**src/rtl/spi_os_pkg.sv**
```systemverilog
package spi_os_pkg;
  localparam int SYNC_STAGES = 2;
  localparam int NUM_IN      = 3;
  localparam int IDX_SCLK    = 0;
  localparam int IDX_CS      = 1;
  localparam int IDX_MOSI    = 2;
  // select idles high, everything else low
  localparam logic [NUM_IN-1:0] IN_RST_VAL = 3'b010;
endpackage

```
**src/rtl/spi_os_sync.sv**
```systemverilog
module spi_os_sync #(
  parameter int WIDTH = 3,
  parameter int STAGES = 2,
  parameter logic [WIDTH-1:0] RST_VAL = '0
) (
  input  logic             clk_i,
  input  logic             rst_ni,
  input  logic [WIDTH-1:0] async_i,
  output logic [WIDTH-1:0] lvl_o,
  output logic [WIDTH-1:0] rise_o,
  output logic [WIDTH-1:0] fall_o
);
  for (genvar g = 0; g < WIDTH; g++) begin : g_bit
    logic [STAGES-1:0] chain_q;
    logic              prev_q;
    always_ff @(posedge clk_i or negedge rst_ni) begin
      if (!rst_ni) begin
        chain_q <= {STAGES{RST_VAL[g]}};
        prev_q  <= RST_VAL[g];
      end else begin
        chain_q <= {chain_q[STAGES-2:0], async_i[g]};
        prev_q  <= chain_q[STAGES-1];
      end
    end
    assign lvl_o[g]  = chain_q[STAGES-1];
    assign rise_o[g] = chain_q[STAGES-1] & ~prev_q;
    assign fall_o[g] = ~chain_q[STAGES-1] & prev_q;

    // a detected edge cannot repeat in the next cycle
    edge_gap_chk: assert property (@(posedge clk_i) disable iff (!rst_ni)
      (rise_o[g] | fall_o[g]) |=> !(rise_o[g] | fall_o[g]));
  end
endmodule

```
**src/rtl/spi_os_shift.sv**
```systemverilog
module spi_os_shift #(
  parameter int DATA_W = 8
) (
  input  logic              clk_i,
  input  logic              rst_ni,
  input  logic              sclk_rise_i,
  input  logic              sclk_fall_i,
  input  logic              cs_lvl_i,
  input  logic              cs_rise_i,
  input  logic              cs_fall_i,
  input  logic              mosi_lvl_i,
  input  logic [DATA_W-1:0] tx_word_i,
  output logic              miso_o,
  output logic              miso_oe_o,
  output logic [DATA_W-1:0] rx_word_o,
  output logic              rx_valid_o
);
  localparam int CNT_W = (DATA_W > 1) ? $clog2(DATA_W) : 1;
  localparam logic [CNT_W-1:0] LAST_BIT = CNT_W'(DATA_W - 1);

  logic [DATA_W-1:0] tx_sh_q, rx_sh_q, rx_word_q;
  logic [CNT_W-1:0]  bit_cnt_q;
  logic              first_q, oe_q, valid_q;
  logic [DATA_W-1:0] rx_next;

  assign rx_next = {rx_sh_q[DATA_W-2:0], mosi_lvl_i};

  // transmit path: latch at select fall, hold on first rise
  always_ff @(posedge clk_i or negedge rst_ni) begin
    if (!rst_ni) begin
      tx_sh_q <= '0;
      first_q <= 1'b0;
      oe_q    <= 1'b0;
    end else begin
      if (cs_fall_i) begin
        tx_sh_q <= tx_word_i;
        first_q <= 1'b1;
        oe_q    <= 1'b1;
      end else if (cs_rise_i) begin
        oe_q    <= 1'b0;
        first_q <= 1'b0;
      end else if (sclk_rise_i && !cs_lvl_i) begin
        if (first_q) first_q <= 1'b0;
        else         tx_sh_q <= {tx_sh_q[DATA_W-2:0], 1'b0};
      end
    end
  end

  // receive path
  always_ff @(posedge clk_i or negedge rst_ni) begin
    if (!rst_ni) begin
      rx_sh_q   <= '0;
      rx_word_q <= '0;
      bit_cnt_q <= '0;
      valid_q   <= 1'b0;
    end else begin
      valid_q <= 1'b0;
      if (cs_lvl_i) begin
        bit_cnt_q <= '0;
      end else if (sclk_fall_i) begin
        rx_sh_q <= rx_next;
        if (bit_cnt_q == LAST_BIT) begin
          bit_cnt_q <= '0;
          rx_word_q <= rx_next;
          valid_q   <= 1'b1;
        end else begin
          bit_cnt_q <= bit_cnt_q + 1'b1;
        end
      end
    end
  end

  assign miso_o     = tx_sh_q[DATA_W-1];
  assign miso_oe_o  = oe_q;
  assign rx_word_o  = rx_word_q;
  assign rx_valid_o = valid_q;


  oe_on_chk: assert property (@(posedge clk_i) disable iff (!rst_ni)
    cs_fall_i |=> miso_oe_o);

  first_bit_chk: assert property (@(posedge clk_i) disable iff (!rst_ni)
    cs_fall_i |=> (miso_o == $past(tx_word_i[DATA_W-1])));

  oe_off_chk: assert property (@(posedge clk_i) disable iff (!rst_ni)
    cs_rise_i |=> !miso_oe_o);

  valid_pulse_chk: assert property (@(posedge clk_i) disable iff (!rst_ni)
    rx_valid_o |=> !rx_valid_o);

  cnt_idle_chk: assert property (@(posedge clk_i) disable iff (!rst_ni)
    cs_lvl_i |=> (bit_cnt_q == '0));

  cnt_range_chk: assert property (@(posedge clk_i) disable iff (!rst_ni)
    bit_cnt_q <= LAST_BIT);
endmodule

```
**src/rtl/spi_os_slave.sv**
```systemverilog
module spi_os_slave #(
  parameter int DATA_W = 8
) (
  input  logic              clk_i,
  input  logic              rst_ni,
  input  logic              sclk_i,
  input  logic              cs_ni,
  input  logic              mosi_i,
  input  logic [DATA_W-1:0] tx_word_i,
  output logic              miso_o,
  output logic              miso_oe_o,
  output logic [DATA_W-1:0] rx_word_o,
  output logic              rx_valid_o
);
  import spi_os_pkg::*;

  logic [NUM_IN-1:0] in_raw, in_lvl, in_rise, in_fall;

  assign in_raw[IDX_SCLK] = sclk_i;
  assign in_raw[IDX_CS]   = cs_ni;
  assign in_raw[IDX_MOSI] = mosi_i;

  spi_os_sync #(
    .WIDTH  (NUM_IN),
    .STAGES (SYNC_STAGES),
    .RST_VAL(IN_RST_VAL)
  ) u_sync (
    .clk_i  (clk_i),
    .rst_ni (rst_ni),
    .async_i(in_raw),
    .lvl_o  (in_lvl),
    .rise_o (in_rise),
    .fall_o (in_fall)
  );

  spi_os_shift #(
    .DATA_W(DATA_W)
  ) u_shift (
    .clk_i      (clk_i),
    .rst_ni     (rst_ni),
    .sclk_rise_i(in_rise[IDX_SCLK]),
    .sclk_fall_i(in_fall[IDX_SCLK]),
    .cs_lvl_i   (in_lvl[IDX_CS]),
    .cs_rise_i  (in_rise[IDX_CS]),
    .cs_fall_i  (in_fall[IDX_CS]),
    .mosi_lvl_i (in_lvl[IDX_MOSI]),
    .tx_word_i  (tx_word_i),
    .miso_o     (miso_o),
    .miso_oe_o  (miso_oe_o),
    .rx_word_o  (rx_word_o),
    .rx_valid_o (rx_valid_o)
  );


  no_idle_valid_chk: assert property (@(posedge clk_i) disable iff (!rst_ni)
    (in_lvl[IDX_CS] && $past(in_lvl[IDX_CS])) |-> !rx_valid_o);
endmodule

```
**config.mk**
```make
export PLATFORM = sky130hd
export DESIGN_NAME = spi_os_slave
export DESIGN_NICKNAME = d
export VERILOG_FILES = /design/src/rtl/spi_os_pkg.sv /design/src/rtl/spi_os_sync.sv /design/src/rtl/spi_os_shift.sv /design/src/rtl/spi_os_slave.sv
export SDC_FILE = /design/constraint.sdc
export NUM_CORES = 1
export LEC_CHECK = 0
export CORE_ASPECT_RATIO = 0.8
export CORE_UTILIZATION = 47
export CTS_CLUSTER_SIZE = 20
export DETAILED_ROUTE_END_ITERATION = 8
export PLACE_DENSITY_LB_ADDON = 0.05
export SYNTH_ARGS = -nofsm -noshare
export SYNTH_HDL_FRONTEND = slang
export SYNTH_SLANG_ARGS = --single-unit
```
**constraint.sdc**
```tcl
create_clock -name clk_i -period 1.67 [get_ports clk_i]
set_clock_uncertainty 0.1 [all_clocks]
set_input_delay 0.2505 -clock clk_i [delete_from_list [all_inputs] [get_ports clk_i]]
set_output_delay 0.2505 -clock clk_i [all_outputs]
set_load 0.01 [all_outputs]
```
After elaboration in Yosys (flattened, before gate mapping):

Cells that the tools add are included.

* register bits after elaboration: 37
* latch bits: 0
* bits in writable memories: 0
* ROM bits: 0
* input bits: 13
* output and inout bits: 11
* logic and storage cells: 48
* memories kept: 0

* add/subtract/negate cells: 1
* $mul: 0
* div/mod/pow operators: 0
* magnitude comparators: 0
* equal/unequal tests: 3
* shift-type cells: 0
* muxes and demuxes: 15
* bitwise operators: 8
* reductions and logical operators: 9

Operators with widths (number)
* 2-to-1 mux 8 bit: 4
* 2-to-1 mux 3 bit: 3
* 2-to-1 mux 1 bit: 8
* AND reduction 3 bit: 2
* nonzero test 2 bit: 3
* AND 1 bit: 4
* NOT 1 bit: 4
* adder 3 x 1 -> 3 bit (second input constant): 1
* == test 3 bit (second input constant): 1
* nonzero test 3 bit: 1
* != test 2 x 1 -> 1 bit (second input constant): 1
* != test 2 bit (second input constant): 1
* AND reduction 2 bit: 1
* logical AND 1 bit: 1
* logical NOT 1 bit: 1

Longest topological paths before layout:

Gate-level depths: netlist (run 1).

* word-level depth: 6
* mapped depth: 6
* depth with buffers taken out: 5

Hierarchy:

Synthesis (run 1) repeated with hierarchy kept, for this count alone.

* cells, all modules: 107
* area total of the unflattened synthesis: 1530.2 sq um

By module, submodules not included
* spi_os_shift: instances 1, cells an instance 89, area each 1241.2 sq um, seq. area each 725.7 sq um
* spi_os_sync: instances 1, cells an instance 18, area each 289.0 sq um, seq. area each 229.0 sq um

Worst setup path before layout (run 1):

OpenSTA, ideal clock, no wires.

* path type: register to register
* start point: register u_sync.g_bit[1].chain_q[1]
* end point: register u_shift.tx_sh_q[5]
* setup time: 0.134 ns
* arrival: 1.444 ns
* required time: 1.436 ns
* path slack: -0.008 ns
* stages on the path, launching flop included: 7
* buffers on the path: 2
* clock period less this slack: 1.678 ns
* path through: dfstp_2 > buf_6 > inv_1 > ha_1 > clkbuf_1 > o31ai_2 > a22oi_1

* cells in the longest elaborated chain, start to end: 4
* elaborated cells between the ends (all ways): 10
* those cells by class: eq/ne (2); mux (1); bitwise (3); reduce/logical (4)

RTL lines
* start, declared: line spi_os_sync.sv:14 `logic [STAGES-1:0] chain_q;`
* start signal, assigned: line spi_os_sync.sv:18 `chain_q <= {STAGES{RST_VAL[g]}};`
* start signal, assigned: line spi_os_sync.sv:21 `chain_q <= {chain_q[STAGES-2:0], async_i[g]};`
* NOT 1 bit (no line) (*)
* AND 1 bit (*): line spi_os_sync.sv:27 `assign fall_o[g] = ~chain_q[STAGES-1] & prev_q;`
* named net u_shift.cs_fall_i: line spi_os_shift.sv:10 `input logic cs_fall_i,`
* != test 2 bit (no line), or another cell as far along
* AND reduction 3 bit (no line)
* end signal, assigned: line spi_os_shift.sv:36 `tx_sh_q <= tx_word_i;`
* end signal, assigned: line spi_os_shift.sv:44 `else tx_sh_q <= {tx_sh_q[DATA_W-2:0], 1'b0};`
* end, declared: line spi_os_shift.sv:21 `logic [DATA_W-1:0] tx_sh_q, rx_sh_q, rx_word_q;`

Mark *: on every way through the listed nets, which the timed path passes. The rest lies on a longest branch.
A chain may end at the register's enable or synchronous reset.

Final worst setup path (run 1):

* start point: register u_sync.g_bit[0].chain_q[1]
* end point: register u_shift.rx_word_q[4], in the netlist u_shift.rx_word_o[4]

* cells in the longest elaborated chain, start to end: 3

RTL lines
* start, declared: line spi_os_sync.sv:14
* start signal, assigned: line spi_os_sync.sv:18
* start signal, assigned: line spi_os_sync.sv:21
* NOT 1 bit: line spi_os_sync.sv:27
* AND 1 bit: line spi_os_sync.sv:27
* AND reduction 3 bit (no line)
* end signal, assigned: line spi_os_shift.sv:64 `rx_word_q <= rx_next;`
* end, declared: line spi_os_shift.sv:21

Every way passes these cells.

==> results of run 1 <==
-- worst paths after layout --
| path | to | slack [ps] | depth (start not counted) | from |
|---|---|---|---|---|
| worst max-delay path | u_shift.rx_word_o[4]$_DFFE_PN0P_ | 3 | 4 | u_sync.g_bit[0].chain_q[1]$_DFF_PN0_ |
| worst min-delay path | u_sync.g_bit[0].chain_q[1]$_DFF_PN0_ | 260 | 0 | u_sync.g_bit[0].chain_q[0]$_DFF_PN0_ |
| worst max register to register | u_shift.rx_word_o[4]$_DFFE_PN0P_ | 3 | 4 | u_sync.g_bit[0].chain_q[1]$_DFF_PN0_ |
| worst min register to register | u_sync.g_bit[0].chain_q[1]$_DFF_PN0_ | 260 | 0 | u_sync.g_bit[0].chain_q[0]$_DFF_PN0_ |
| max in group asynchronous | u_sync.g_bit[1].chain_q[1]$_DFF_PN1_ | 550 | 3 | rst_ni |
| min in group asynchronous | u_shift.tx_sh_q[2]$_DFFE_PN0P_ | 340 | 2 | rst_ni |
-- Yosys cell counts, types with 2 or more instances --
cell      instances  share of area
nand2b_1          3          0.012
dfrtp_1          34           0.57
buf_2             2         0.0067
inv_1             3         0.0075
nor2_1           10          0.025
dfstp_2           3          0.052
a221oi_1          2          0.012
ha_1              4          0.033
buf_6             2          0.015
o22ai_1           6          0.025
a211oi_1          4          0.020
mux2_2           16           0.12
nor3_1            3          0.010
mux2i_1           3          0.020
-- kinds of logic (layout without fill, tap and decap cells) --
group,Yosys count,in the layout
buffers and inverters,9,51
AOI/OAI and AO/OA,17,17
DFF,37,37
and+or+nand+nor,23,23
adders and majority gates,4,4
muxes,19,19
-- final cells by class --
cell class	instances	area (sq um)
repair buffers	39	355
fillers	219	843
clock buffers	7	86.3
clock inverters	1	30.0
well taps	38	47.5
flip-flops and latches	37	930
inverters	4	15.0
multi-input cells	63	586
-- metrics by stage --
stage                     instances  power [mW]
final                           189        2.18
after global routing            189        2.29
after CTS                       187        2.19
after detailed placement        176        1.40
after global placement          176        1.38
after floorplan                 109        1.28
-- power by group through the flow --
stage          Sequential, mW  Combinational, mW  Clock, mW
3_3_place_gp             1.12              0.262          0
2_1_floorplan            1.11              0.170          0
4_1_cts                  1.11              0.285      0.798
6_report                 1.12              0.289      0.779
5_1_grt                  1.13              0.322      0.836
3_5_place_dp             1.13              0.273          0
-- registers in the layout (all words and copies together), names as in the netlist --
signal and count:
u_shift.rx_word_o 8, u_sync.g_bit.chain_q 6, u_shift.miso_oe_o 1, u_shift.first_q 1, u_shift.bit_cnt_q 3, u_shift.rx_sh_q 7, u_shift.tx_sh_q 8, u_sync.g_bit.prev_q 2
u_shift.rx_valid_o 1
-- worst max-delay path, cell delays in order (launching register included) --
cell	delay [ps]
dfrtp_1	420
nand2b_1	250
nor3b_4	290
buf_6	170
mux2_2	330
-- cell usage in the layout (no fill, tap or decap), drive strengths merged, types with 4 or more instances in the layout --
master,netlist,layout
mux2,16,16
clkbuf,1,7
nor2,12,12
ha,4,4
o22ai,6,6
buf,4,16
clkdlybuf4s50,0,22
dfrtp,34,34
a211oi,4,4
-- timing repair --
item	CTS	global route
resized for setup	6	11
cloned	1	0
endpoints found under the hold margin	18	0
setup buffers	1	2
setup endpoints to repair	8	13
pin swaps	0	1
hold buffers	1	0
-- routing by layer --
metal / share of wire / global-route usage / up-vias / routed length [um]
met5: 0 / 0 / - / 0
met4: 0.014 / 0.0833 / 0 / 40
met3: 0.039 / 0.0630 / 6 / 113
met2: 0.47 / 0.292 / 20 / 1350
met1: 0.48 / 0.249 / 499 / 1380
li1: - / - / 475 / -
==> metrics, run 1 <==
status finished clean; drt first-iter violations 41; Critical Path RT 1730 ps; Design Area, Final 0.00205 sq mm; Sw Share 0.229; layout cell share with drive strength beyond 1 0.358; clk_lat worst skew 280 ps; Avg Inst Size Synth 13.8 sq um; # diodes 0; CP Launch Type flop; total of max-cap violations 0; drt pass-1 iters 4; Initial Util 0.520; fin util 0.708; Max Slew Vio Count 0; clk buf depth 2; # rows 17; chip height 52.6 um; Routed Antenna Nets 0; Comb pwr share 0.132; total internal power 1.68 mW; H-tree depth 2; Setup-failing EPs final 0; Crit Path Category flop to flop; # port buffers 23; ys flop type dfrtp_1; net load switching power 501 uW; simple-gate area share of the yosys netlist 0.0898; number of synthesized flops with an enable pin 0; Final TNS setup 0 ps; Compound-Gate Fraction of Synth Area 0.0856; worst rel slew slack 0.695; critical path fanouts, max 5; Vias/cell 5.29; die width 65.3 um; P per Cell Area 1070 mW/mm^2; Leakage Power 0.921 nW; Reg clk slew, reported paths 70 ps; first-pass GRT wire length 4670 um; adder-cell share of the synthesized area 0.0333; YS warnings 0; dpl ws 0.553 ps; Die ar. 0.00343 sq mm; Max Fclk 600 MHz; FF+latch count, synth 37; Layout area overhead 36.2%; CTS Buf Count 5; Post-Synth XOR/XNOR Area 0; GRT Overall Usage 0.191; cell count after synthesis 109; vias in the first global route 1026; I/O pin cnt 24; worst hold-check path type flop to flop; largest net degree at the start of global routing 22; Placer Congestion 0.733; DR vias 1000; GR Overflow Total 0; initial antenna violation count 0; clock power share 0.357; Peak VDD IR 0.000800 V; WL/cell 15.3 um; Final Hold Vio Count 0; Netlist Area Pre-Place 0.00151 sq mm; FFs w/ async S/R, synth 1.00; worst-margin pin slew 458 ps; Root Driver clkbuf_8; Mapped Nets 126; core box area 0.00289 sq mm; Netlist cell types 28; Final min period 1670 ps; mux share of post-synthesis cell area 0.140; placed inst area 0.00182 sq mm; RSZ-0062 raised after global routing true; Setup WS post-layout 3.45 ps; CTS Sinks 37; Setup crit end kind flop; Sequential Power Share 0.511; largest family of logic cells by synthesized area multiplexers; WL final 2890 um; TritonCTS clock tree built; WHS 258 ps; period utilization 0.998; Final HPWL DP 1830 um; number of remaining DRC errors 0; CP arrival 1730 ps; Seq/Total Area, Yosys 0.618; nets 167
No activity file was read; power rests on OpenSTA's default activity.
==> run 2, diff against run 1 <==
- HOLD_SLACK_MARGIN: unset -> 0.1
==> results of run 2 <==
The final DEF is identical to that of run 1; final timing and power are the same.
==> run 3, diff against run 2 <==
- CTS_CLUSTER_SIZE: 20 -> 30
- SYNTH_HIERARCHICAL: unset -> 1
==> metrics, run 3 <==
status finished clean (unchanged); Total Power 1.92 mW (was 2.18 mW); Final HPWL DP 1650 um (was 1830 um); CP arrival 1640 ps (was 1730 ps); period utilization 0.958 (was 0.998); total of max-cap violations 0 (unchanged); CTS Sinks 37 (unchanged); DR vias 839 (was 1000); Root Driver clkbuf_8 (unchanged); first-pass GRT wire length 4010 um (was 4670 um); Routed Antenna Nets 0 (unchanged); # diodes 0 (unchanged); fin util 0.655 (was 0.708); Peak VDD IR 0.000701 V (was 0.000800 V); Leakage Power 0.854 nW (was 0.921 nW); Top delay family on crit path flip-flops (was simple AND/OR/NAND/NOR gates); Netlist Area Pre-Place 0.00149 sq mm (was 0.00151 sq mm); Final TNS setup 0 ps (unchanged); Worst path slowest cell dfstp_2 (was dfrtp_1); Placer Congestion 0.645 (was 0.733); Setup-failing EPs final 0 (unchanged); worst-margin pin slew 605 ps (was 458 ps); TritonCTS clock tree built (unchanged); GRT Overall Usage 0.169 (was 0.191); worst hold-check path type flop to flop (unchanged); I/O pin cnt 24 (unchanged); total internal power 1.48 mW (was 1.68 mW); Setup crit end kind flop (unchanged); Reg clk slew, reported paths 60 ps (was 70 ps); YS warnings 6 (was 0); layout cell share with drive strength beyond 1 0.271 (was 0.358); Final min period 1600 ps (was 1670 ps); Sequential Power Share 0.569 (was 0.511); Comb pwr share 0.114 (was 0.132); WL/cell 13.8 um (was 15.3 um); drt pass-1 iters 2 (was 4); Avg Inst Size Synth 14.4 sq um (was 13.8 sq um); most frequent cells in the layout 34 x dfrtp_1, 22 x clkdlybuf4s50_1, 10 x mux2i_1 (was 34 x dfrtp_1, 22 x clkdlybuf4s50_1, 13 x buf_4); Max Slew Vio Count 0 (unchanged); Layout area overhead 26.6% (was 36.2%); Max Fclk 625 MHz (was 600 MHz); net load switching power 441 uW (was 501 uW); clock power share 0.316 (was 0.357); critical path, cell by cell nor2b_2, nor4b_2, buf_4, mux2i_1, o21ai_1 (was nand2b_1, nor3b_4, buf_6, mux2_2); GR Overflow Total 0 (unchanged); max incr delay on CP 530 ps (was 420 ps); Critical Path RT 1710 ps (was 1730 ps); core box area 0.00287 sq mm (was 0.00289 sq mm); RSZ-0062 raised after global routing true (unchanged); clk buf depth 2 (unchanged); critical path fanouts, max 8 (was 5); H-tree depth 2 (unchanged); # port buffers 23 (unchanged); Fillers 221 (was 219); Sw Share 0.230 (was 0.229); WL final 2360 um (was 2890 um); Final Hold Vio Count 0 (unchanged); CP Launch Type flop (unchanged); Initial Util 0.517 (was 0.520); Mapped Nets 118 (was 126); number of remaining DRC errors 0 (unchanged); vias in the first global route 830 (was 1026); die width 64.9 um (was 65.3 um); cell count after synthesis 103 (was 109); P per Cell Area 1020 mW/mm^2 (was 1070 mW/mm^2); nets 148 (was 167); CP bufs+invs 1 (unchanged); drt first-iter violations 31 (was 41); Die ar. 0.00339 sq mm (was 0.00343 sq mm); CTS Buf Count 5 (unchanged); commonest non-fill, non-tap cell in the layout dfrtp_1 (unchanged); # rows 17 (unchanged); largest net degree at the start of global routing 22 (unchanged); clk_lat worst skew 280 ps (about the same); Vias/cell 4.91 (was 5.29); initial antenna violation count 0 (unchanged); worst rel slew slack 0.595 (was 0.695); Crit Path Category flop to flop (unchanged); chip height 52.3 um (was 52.6 um)
## run 3: worst paths after layout
kind / slack (ps) / from / cells after the start / endpoint
setup / recovery: 70 / u_sync/g_bit[1].prev_q$_DFF_PN1_ / 5 / u_shift/tx_sh_q[5]$_DFFE_PN0P_
hold / removal: 260 / u_sync/g_bit[1].chain_q[0]$_DFF_PN1_ / 0 / u_sync/g_bit[1].chain_q[1]$_DFF_PN1_
setup reg to reg: 70 / u_sync/g_bit[1].prev_q$_DFF_PN1_ / 5 / u_shift/tx_sh_q[5]$_DFFE_PN0P_
hold reg to reg: 260 / u_sync/g_bit[1].chain_q[0]$_DFF_PN1_ / 0 / u_sync/g_bit[1].chain_q[1]$_DFF_PN1_
max in group asynchronous: 620 / rst_ni / 3 / u_sync/g_bit[1].chain_q[0]$_DFF_PN1_
min in group asynchronous: 320 / rst_ni / 2 / u_shift/rx_word_o[6]$_DFFE_PN0P_
## run 3: repair_timing
item                                    in CTS  in global routing
buffers inserted                             0                  1
pin swaps                                    0                  1
hold endpoints to repair                    15                  0
endpoints found under the setup margin       9                  5
resized for setup                            2                  1
hold buffers                                 1                  0
## run 3: power by group through the flow
stage / Clock [mW] / Sequential [mW] / Combinational [mW]
final: 0.607 / 1.09 / 0.219
after global routing: 0.662 / 1.11 / 0.242
after CTS: 0.624 / 1.10 / 0.219
after detailed placement: 0 / 1.11 / 0.215
after global placement: 0 / 1.11 / 0.205
after floorplan: 0 / 1.08 / 0.133
## run 3: layout make-up
class / count / area, sq um / area share
repair buffers: 29 / 298 / 0.158
flip-flops and latches: 37 / 930 / 0.494
multi-input cells: 58 / 512 / 0.272
inverters: 2 / 7.51 / 0.00399
clock buffers: 7 / 86.3 / 0.0459
well taps: 38 / 47.5 / 0.0253
## run 3: routing by layer
layer / vias up / part of all wire / global-route usage
met2: 18 / 0.43 / 0.226
li1: 404 / - / -
met3: 5 / 0.055 / 0.0783
met5: - / 0 / 0
met1: 412 / 0.50 / 0.238
met4: 0 / 0.012 / 0.0556
## run 3: metrics by stage
step	setup slack [ps]	cells	instance area [sq um]	hold WS, ps
2_1_floorplan	67.5	103	1490	-145
3_3_place_gp	-41.6	162	1770	92.2
3_5_place_dp	-137	162	1770	97.6
4_1_cts	2.21	170	1870	256
5_1_grt	-14.9	171	1880	260
6_report	70.1	171	1880	256
